==> config.mk <==
export PLATFORM = sky130hd
export DESIGN_NAME = pkt_link
export DESIGN_NICKNAME = d
export VERILOG_FILES = /design/src/rtl/pkt_link_pkg.sv /design/src/rtl/pkt_crc_step.sv /design/src/rtl/pkt_framer.sv /design/src/rtl/pkt_deframer.sv /design/src/rtl/pkt_link.sv
export SDC_FILE = /design/constraint.sdc
export NUM_CORES = 1
export LEC_CHECK = 0
export ABC_AREA = 1
export BUFFER_PORTS_ARGS = -buffer_cell sky130_fd_sc_hd__buf_2
export CAP_MARGIN = 5
export CORE_MARGIN = 1.5
export CORE_UTILIZATION = 45
export DETAILED_ROUTE_END_ITERATION = 12
export HOLD_SLACK_MARGIN = 0.12
export PLACE_DENSITY = 0.7
export SLEW_MARGIN = 20
export SYNTH_ARGS = -nofsm -noshare
export SYNTH_HDL_FRONTEND = slang
export SYNTH_SLANG_ARGS = --single-unit
==> constraint.sdc <==
create_clock -name clk -period 2.7 [get_ports clk]
set_input_delay 0.27 -clock clk [delete_from_list [all_inputs] [get_ports clk]]
set_output_delay 0.27 -clock clk [all_outputs]
set_load 0.02 [all_outputs]
==> src/rtl/pkt_link_pkg.sv <==
package pkt_link_pkg;

    localparam logic [15:0] SOP_CODE  = 16'hC35A;
    localparam logic [15:0] EOP_CODE  = 16'hA53C;
    localparam logic [15:0] CRC_SEED  = 16'hFFFF;
    localparam logic [15:0] CRC_POLY  = 16'h1021;

    typedef enum logic [1:0] {
        TX_IDLE,
        TX_BODY,
        TX_CRC,
        TX_EOP
    } tx_state_e;

    typedef struct packed {
        logic        valid;
        logic        ctrl;
        logic [15:0] word;
    } lane_t;

endpackage

==> src/rtl/pkt_crc_step.sv <==
module pkt_crc_step #(
    parameter int          DW   = 16,
    parameter logic [15:0] POLY = 16'h1021
) (
    input  logic [15:0]   crc_in,
    input  logic [DW-1:0] data,
    output logic [15:0]   crc_out
);
    // one shift stage per data bit, most significant bit first
    logic [15:0] stage [0:DW];

    assign stage[0] = crc_in;

    for (genvar b = 0; b < DW; b++) begin : g_bit
        logic fb;
        assign fb = stage[b][15] ^ data[DW-1-b];
        assign stage[b+1] = {stage[b][14:0], 1'b0} ^ (fb ? POLY : 16'h0000);
    end

    assign crc_out = stage[DW];

endmodule

==> src/rtl/pkt_framer.sv <==
module pkt_framer
    import pkt_link_pkg::*;
#(
    parameter int MAX_WORDS = 32,
    parameter int CW        = $clog2(MAX_WORDS + 2)
) (
    input  logic        clk,
    input  logic        rst_n,
    input  logic        in_valid,
    output logic        in_ready,
    input  logic [15:0] in_word,
    input  logic        in_last,
    output logic        lnk_valid,
    output logic        lnk_ctrl,
    output logic [15:0] lnk_word
);
    localparam logic [CW-1:0] LAST_IDX = CW'(MAX_WORDS - 1);

    typedef struct packed {
        tx_state_e   st;
        logic [CW-1:0] cnt;
        logic [15:0] crc;
        lane_t       lane;
    } tx_regs_t;

    tx_regs_t    r_q, r_d;
    logic [15:0] crc_upd;

    pkt_crc_step #(.DW(16), .POLY(CRC_POLY)) i_crc (
        .crc_in (r_q.crc),
        .data   (in_word),
        .crc_out(crc_upd)
    );

    assign in_ready = (r_q.st == TX_BODY);

    always_comb begin
        r_d      = r_q;
        r_d.lane = '0;
        unique case (r_q.st)
            TX_IDLE: begin
                if (in_valid) begin
                    r_d.lane = '{valid: 1'b1, ctrl: 1'b1, word: SOP_CODE};
                    r_d.st   = TX_BODY;
                    r_d.cnt  = '0;
                    r_d.crc  = CRC_SEED;
                end
            end
            TX_BODY: begin
                if (in_valid) begin
                    r_d.lane = '{valid: 1'b1, ctrl: 1'b0, word: in_word};
                    r_d.crc  = crc_upd;
                    r_d.cnt  = r_q.cnt + 1'b1;
                    if (in_last || r_q.cnt == LAST_IDX) begin
                        r_d.st = TX_CRC;
                    end
                end
            end
            TX_CRC: begin
                r_d.lane = '{valid: 1'b1, ctrl: 1'b0, word: r_q.crc};
                r_d.st   = TX_EOP;
            end
            TX_EOP: begin
                r_d.lane = '{valid: 1'b1, ctrl: 1'b1, word: EOP_CODE};
                r_d.st   = TX_IDLE;
            end
            default: r_d.st = TX_IDLE;
        endcase
    end

    always_ff @(posedge clk) begin
        if (!rst_n) begin
            r_q <= '{st: TX_IDLE, cnt: '0, crc: CRC_SEED, lane: '0};
        end else begin
            r_q <= r_d;
        end
    end

    assign lnk_valid = r_q.lane.valid;
    assign lnk_ctrl  = r_q.lane.ctrl;
    assign lnk_word  = r_q.lane.word;


    accept_to_lane_chk: assert property (@(posedge clk) disable iff (!rst_n)
        (in_valid && in_ready) |=> (lnk_valid && !lnk_ctrl && lnk_word == $past(in_word)));


    eop_after_crc_chk: assert property (@(posedge clk) disable iff (!rst_n)
        (lnk_valid && lnk_ctrl && lnk_word == EOP_CODE) |-> $past(lnk_valid && !lnk_ctrl));


    sop_then_ready_chk: assert property (@(posedge clk) disable iff (!rst_n)
        (lnk_valid && lnk_ctrl && lnk_word == SOP_CODE) |-> in_ready);

endmodule

==> src/rtl/pkt_deframer.sv <==
module pkt_deframer
    import pkt_link_pkg::*;
#(
    parameter int MIN_WORDS = 4,
    parameter int MAX_WORDS = 32,
    parameter int CW        = $clog2(MAX_WORDS + 2)
) (
    input  logic        clk,
    input  logic        rst_n,
    input  logic        lnk_valid,
    input  logic        lnk_ctrl,
    input  logic [15:0] lnk_word,
    output logic        out_valid,
    output logic [15:0] out_word,
    output logic        pkt_good,
    output logic        pkt_drop,
    output logic        len_err,
    output logic        crc_err,
    output logic        frame_err
);
    localparam logic [CW-1:0] MIN_CNT = CW'(MIN_WORDS);
    localparam logic [CW-1:0] MAX_CNT = CW'(MAX_WORDS);

    typedef struct packed {
        logic          open;
        logic          have_pend;
        logic [15:0]   pend;
        logic [15:0]   crc;
        logic [CW-1:0] cnt;
        logic          out_valid;
        logic [15:0]   out_word;
        logic          good;
        logic          drop;
        logic          len_err;
        logic          crc_err;
        logic          frame_err;
    } rx_regs_t;

    rx_regs_t    r_q, r_d;
    logic [15:0] crc_upd;
    logic        is_sop, is_eop, is_dat;
    logic        len_ok, crc_ok;

    pkt_crc_step #(.DW(16), .POLY(CRC_POLY)) i_crc (
        .crc_in (r_q.crc),
        .data   (r_q.pend),
        .crc_out(crc_upd)
    );

    assign is_sop = lnk_valid &&  lnk_ctrl && lnk_word == SOP_CODE;
    assign is_eop = lnk_valid &&  lnk_ctrl && lnk_word == EOP_CODE;
    assign is_dat = lnk_valid && !lnk_ctrl;
    assign len_ok = r_q.have_pend && r_q.cnt >= MIN_CNT;
    assign crc_ok = r_q.have_pend && r_q.pend == r_q.crc;

    always_comb begin
        r_d           = r_q;
        r_d.out_valid = 1'b0;
        r_d.good      = 1'b0;
        r_d.drop      = 1'b0;
        r_d.len_err   = 1'b0;
        r_d.crc_err   = 1'b0;
        r_d.frame_err = 1'b0;
        if (!r_q.open) begin
            if (is_sop) begin
                r_d.open      = 1'b1;
                r_d.have_pend = 1'b0;
                r_d.crc       = CRC_SEED;
                r_d.cnt       = '0;
            end else if (is_eop) begin
                r_d.frame_err = 1'b1;
            end
        end else begin
            if (is_sop) begin
                r_d.drop      = 1'b1;
                r_d.have_pend = 1'b0;
                r_d.crc       = CRC_SEED;
                r_d.cnt       = '0;
            end else if (is_eop) begin
                r_d.open = 1'b0;
                if (len_ok && crc_ok) begin
                    r_d.good = 1'b1;
                end else begin
                    r_d.drop    = 1'b1;
                    r_d.len_err = !len_ok;
                    r_d.crc_err = len_ok && !crc_ok;
                end
            end else if (is_dat) begin
                if (r_q.have_pend && r_q.cnt == MAX_CNT) begin
                    r_d.open    = 1'b0;
                    r_d.drop    = 1'b1;
                    r_d.len_err = 1'b1;
                end else begin
                    if (r_q.have_pend) begin
                        r_d.out_valid = 1'b1;
                        r_d.out_word  = r_q.pend;
                        r_d.crc       = crc_upd;
                        r_d.cnt       = r_q.cnt + 1'b1;
                    end
                    r_d.pend      = lnk_word;
                    r_d.have_pend = 1'b1;
                end
            end
        end
    end

    always_ff @(posedge clk) begin
        if (!rst_n) begin
            r_q     <= '0;
            r_q.crc <= CRC_SEED;
        end else begin
            r_q <= r_d;
        end
    end

    assign out_valid = r_q.out_valid;
    assign out_word  = r_q.out_word;
    assign pkt_good  = r_q.good;
    assign pkt_drop  = r_q.drop;
    assign len_err   = r_q.len_err;
    assign crc_err   = r_q.crc_err;
    assign frame_err = r_q.frame_err;


    verdict_excl_chk: assert property (@(posedge clk) disable iff (!rst_n)
        !(pkt_good && pkt_drop));


    len_err_drops_chk: assert property (@(posedge clk) disable iff (!rst_n)
        len_err |-> (pkt_drop && !crc_err));


    frame_err_alone_chk: assert property (@(posedge clk) disable iff (!rst_n)
        frame_err |-> (!out_valid && !pkt_good && !pkt_drop));


    fwd_after_data_chk: assert property (@(posedge clk) disable iff (!rst_n)
        out_valid |-> $past(lnk_valid && !lnk_ctrl));


    fwd_bound_chk: assert property (@(posedge clk) disable iff (!rst_n)
        r_q.cnt <= MAX_CNT);

endmodule

==> src/rtl/pkt_link.sv <==
module pkt_link
    import pkt_link_pkg::*;
#(
    parameter int MIN_WORDS = 4,
    parameter int MAX_WORDS = 32
) (
    input  logic        clk,
    input  logic        rst_n,
    input  logic        tx_in_valid,
    output logic        tx_in_ready,
    input  logic [15:0] tx_in_word,
    input  logic        tx_in_last,
    output logic        tx_lnk_valid,
    output logic        tx_lnk_ctrl,
    output logic [15:0] tx_lnk_word,
    input  logic        rx_lnk_valid,
    input  logic        rx_lnk_ctrl,
    input  logic [15:0] rx_lnk_word,
    output logic        rx_out_valid,
    output logic [15:0] rx_out_word,
    output logic        rx_pkt_good,
    output logic        rx_pkt_drop,
    output logic        rx_len_err,
    output logic        rx_crc_err,
    output logic        rx_frame_err
);
    localparam int CW = $clog2(MAX_WORDS + 2);

    pkt_framer #(.MAX_WORDS(MAX_WORDS), .CW(CW)) i_framer (
        .clk      (clk),
        .rst_n    (rst_n),
        .in_valid (tx_in_valid),
        .in_ready (tx_in_ready),
        .in_word  (tx_in_word),
        .in_last  (tx_in_last),
        .lnk_valid(tx_lnk_valid),
        .lnk_ctrl (tx_lnk_ctrl),
        .lnk_word (tx_lnk_word)
    );

    pkt_deframer #(.MIN_WORDS(MIN_WORDS), .MAX_WORDS(MAX_WORDS), .CW(CW)) i_deframer (
        .clk      (clk),
        .rst_n    (rst_n),
        .lnk_valid(rx_lnk_valid),
        .lnk_ctrl (rx_lnk_ctrl),
        .lnk_word (rx_lnk_word),
        .out_valid(rx_out_valid),
        .out_word (rx_out_word),
        .pkt_good (rx_pkt_good),
        .pkt_drop (rx_pkt_drop),
        .len_err  (rx_len_err),
        .crc_err  (rx_crc_err),
        .frame_err(rx_frame_err)
    );

endmodule

After elaboration in Yosys (flattened, before gate mapping)
Index checks and enable logic that the tools add are counted.
W data, S select, Z words.
Cells by class
  $add $sub $neg: 2
  $lt $le $gt $ge: 1
  equal/unequal tests: 13
  muxes and demuxes: 58
  bitwise logic cells: 70
  reductions and logical operators: 30
Operator list (number)
  $xor A16 B13 Y16: 32
  $mux W13: 32
  $mux W56: 2
  $mux W42: 2
  $pmux W18 S4: 1
  $mux W22: 3
  $mux W57: 1
  $pmux W22 S2: 1
  $mux W39: 1
  $eq A16 B16 Y1 const B: 2
  $xor A1 B1 Y1: 32
  $eq A16 B16 Y1: 1
  $add A6 B1 Y6 const B: 2
  $mux W2: 6
  $reduce_and A5 Y1: 2
  $logic_and A1 B1 Y1: 9
  $pmux W2 S4: 1
  $reduce_bool A2 Y1: 4
  $mux W1: 7
  $eq A6 B5 Y1 const B: 1
  $eq A6 B6 Y1 const B: 1
  $ge A6 B3 Y1 const B: 1
  $ne A2 B1 Y1 const B: 3
  $not A1 Y1: 6
  other kinds (15): 21
Word-level totals
  register bits: 104
  input bits: 38
  output and inout port bits: 41
  word-level logic and storage cells: 192

Longest topological paths before layout
  word-level depth: 54
  mapped depth: 15
  depth with buffers taken out: 15

Hierarchy
Synthesis repeated with hierarchy kept, for this count alone.
Unflattened totals
  cell total of the unflattened synthesis: 943
  area, all modules: 6537.5 um2
By module, submodules not included
  pkt_deframer: times used 1, cells each 419, area each 3052.9 um2, sequential area each 1241.2 um2
  pkt_framer: times used 1, cells each 216, area each 1808.0 um2, sequential area each 840.8 um2
  pkt_crc_step: times used 2, cells each 154, area each 838.3 um2, sequential area each 0.0 um2

Least setup slack after synthesis
OpenSTA, ideal clock, no wires.
  path kind: register to register
  start: register i_deframer.r_q[22] (netlist bit)
  end: register i_deframer.r_q[36] (netlist bit)
  library setup time: 0.125 ns
  arrival: 1.437 ns
  data required time: 2.575 ns
  path slack: 1.138 ns
  stages on the path, launching flop included: 11
  path buffers: 2
  clock period less this slack: 1.562 ns
  path through: dfxtp_1 -> inv_1 -> ha_1 -> nand4_1 -> nand2_1 -> nor2_4 -> nand2_4 -> nand2_2 -> buf_6 -> buf_6 -> o211ai_2
Between the ends
  longest elaborated chain between the ends: 4
Ends and longest elaborated chain
  start, declared: RTL line pkt_deframer.sv:39  | rx_regs_t r_q, r_d;
  start signal, assigned: RTL line pkt_deframer.sv:112  | r_q <= r_d;
  $eq A6 B6 Y1: RTL line pkt_deframer.sv:89  | if (r_q.have_pend && r_q.cnt == MAX_CNT) begin
  $logic_and A1 B1 Y1: RTL line pkt_deframer.sv:89
  $ne A2 B1 Y1 (no line)
  $reduce_and A5 Y1 (no line)
Every way passes these cells.
A chain may end at the register's enable or synchronous reset.

Final worst setup path
  start: register i_deframer.r_q[22] (netlist bit)
  end: register i_deframer.r_q[35] (netlist bit)
Same word-level chain as after synthesis.

==> impl_metrics.json <==
{
  "fmax_mhz": 472,
  "synth_commonest_cells": "nand2_1, dfxtp_1, inv_1",
  "synth_cell_types": 42,
  "die-area_um2": 13400,
  "fp.coreArea_um2": 12500,
  "clk_latency_ps": 360,
  "path_class": "flop to flop",
  "cts_max_level": 3,
  "synth_area_leaders": "dfxtp_1, nand2_1, inv_1",
  "placed_cell_area_um2": 6010,
  "rsz0062_at_grt": "false",
  "arrival_ps": 2370,
  "wl_per_cell_um": 13.8,
  "drt_pass1_iterations": 5,
  "seq_area_frac_synth_pct": 36.4,
  "wirelength_um": 14300,
  "critPathSlowestCell": "dfxtp_1",
  "drtAntennaViolNets": 0,
  "synth-xor-area-share_pct": 8.07,
  "cp_cell_sequence": "inv_1 -> ha_1 -> nand4_1 -> nand2_1 -> nor2_4 -> nand2_4 -> nand2_2 -> inv_2 -> nand2_1 -> nand2_1 -> inv_1 -> nand2_1",
  "finClkSkew_ps": 9.29,
  "hold_viol": 0,
  "post-route-min-period_ps": 2120,
  "place_inst": 1023,
  "final_nets": 903,
  "end_kind": "flop",
  "crit_path_start_kind": "flop",
  "clkSinkCount": 104,
  "max_stage_delay_ps": 400,
  "ctsResizeCount": 0,
  "p_per_area_nw_per_um2": 576,
  "maxCapViolations": 0,
  "grt_pass1_vias": 4697,
  "worst-r2r-cell-count": 12,
  "io_buffer_count": 78,
  "hold_buffers": 0,
  "cts_tree": "done",
  "syn_nets": 863,
  "synth-compound-area-share_pct": 12.3,
  "drtIter0Drc": 362,
  "vias": 5334,
  "drv_slew": 0,
  "chipWidth_um": 116,
  "synthArstFlopShare_pct": 0,
  "fin_setup_tns_ps": 0,
  "hold_path_class": "input pin to flop",
  "fin_area_um2": 6300,
  "fin_crit_sh_pct": 78.5,
  "clock-root-buffer": "clkbuf_16",
  "grt_remaining_overflow": 0,
  "fin_hold_ws_ps": 182,
  "layout-drive-gt1-share_pct": 15.8,
  "peakVddDrop_uv": 334,
  "syn_inst": 822,
  "muxShareOfSynthArea_pct": 0,
  "synth_area_um2": 5720,
  "synth_fa_ha_area_share_pct": 0.656,
  "diodes": 0,
  "grt_pass1_wl_um": 23200,
  "globalplace.congestion": 0.976,
  "initial_core_util_pct": 45.7,
  "postCtsSetupBuffers": 0,
  "status": "complete, no violations",
  "instances_no_fill": 1039,
  "via_per_inst": 5.13,
  "yosysTopAreaCell": "dfxtp_1",
  "hpwlAfterDp_um": 10500,
  "clk_pin_slew_ps": 70,
  "crit_required_ps": 2950,
  "yosys_warnings": 0,
  "io_pins": 79,
  "num_rows": 41,
  "synth_seq_cells": 104,
  "slew_headroom_pct": 55.4,
  "cp_common_cell": "nand2_1",
  "grt_max_degree": 47,
  "worst_slew_pin_slew_ps": 666,
  "synth_ff_type": "dfxtp_1",
  "synth_edf_count": 0,
  "area_growth_pct": 10.2,
  "grt_use_total_pct": 22.2,
  "p_leak_uw": 0.00301,
  "critPathMaxFanout": 20,
  "netlist.area_leader.share_pct": 36.4,
  "numCtsBuffers": 9,
  "hold-path-cell-count": 3,
  "clock_path_buffers": 2,
  "chipHeight_um": 116,
  "drc": 0,
  "syn_avg_cell_area_um2": 6.96,
  "yosys.area_share.simple_pct": 30.5,
  "synth_top_family_by_area": "simple AND/OR/NAND/NOR gates",
  "antenna_found_initial": 0,
  "final_util_pct": 50.4,
  "yosysMostFrequentCell": "nand2_1",
  "finalSetupViolCount": 0
}
## flip-flops by register name (all words and copies together) (netlist names), 16 cells and up, named ones only
register and count:
i_deframer.r_q 40, i_framer.r_q 23, i_deframer.out_word 16, i_framer.lnk_word 16
## path summary, 6_finish.rpt
path	from	to	slack [ps]
hold reg to reg	i_deframer.out_word[10]$_SDFFE_PN0P_	i_deframer.out_word[10]$_SDFFE_PN0P_	470
hold / removal	tx_in_word[7]	i_framer.lnk_word[7]$_SDFF_PN0_	180
setup reg to reg	i_deframer.r_q[22]$_SDFFE_PN0P_	i_deframer.r_q[35]$_SDFFE_PN1P_	580
setup / recovery	i_deframer.r_q[22]$_SDFFE_PN0P_	i_deframer.r_q[35]$_SDFFE_PN1P_	580
## through the flow
stage / worst slack, ps / power, uW
after global placement: 672 / 2360
after floorplan: 1140 / 2210
final: 581 / 3630
after CTS: 596 / 3640
after detailed placement: 615 / 2370
after global routing: 330 / 3800
## worst max-delay path: cells and delay by family (launching register included)
family,cells,cell delay [ps]
AND/OR/NAND/NOR,8,1110
adder cells (fa/ha/maj),1,190
flip-flops,1,400
buffers and inverters,3,310
## where the power goes
group | leakage, uW | internal (uW) | switching [uW]
logic | 0.00202 | 253 | 449
clock network | 0.000140 | 646 | 643
registers | 0.000845 | 1590 | 47.5
total | 0.00301 | 2490 | 1140
## layout by cell type (no fill, tap or decap), drive strengths merged, types with 2 or more instances in the layout
cell,n
inv,88
a22oi,9
clkbuf,9
or2,4
nand2,255
o22ai,3
xor2,31
o211ai,5
buf,85
nand3,58
a31oi,3
clkinv,4
nand3b,8
ha,3
dfxtp,104
a21oi,55
nand4,11
xnor2,20
nand2b,2
nor4,4
nor3,10
nor2,46
o31ai,2
a221oi,6
o21ai,36
o221ai,2
## layer usage
layer	share of wire, %	up-vias	wire [um]	GRT usage, %
li1	-	2717	-	-
met1	48	2414	6920	32.1
met2	43	185	6170	33.7
met3	7.2	18	1030	4.39
met4	1.5	0	211	6.10
met5	0	-	0	0
## cell families after synthesis
group,count (synthesis)
xor gates and xnor gates,51
AOI/OAI and AO/OA,123
adders and majority gates,3
and+or+nand+nor,399
buffers and inverters,142
DFF,104
## final cells by class
class	count	area [um2]
clock buffer	9	225
multi-input combinational	576	2950
clock inverter	7	63.8
timing repair buffer	85	443
sequential	104	2080
inverter	86	323
tap	172	215
fill	1301	6210
Note: power is estimated with default switching activity, not from simulation.
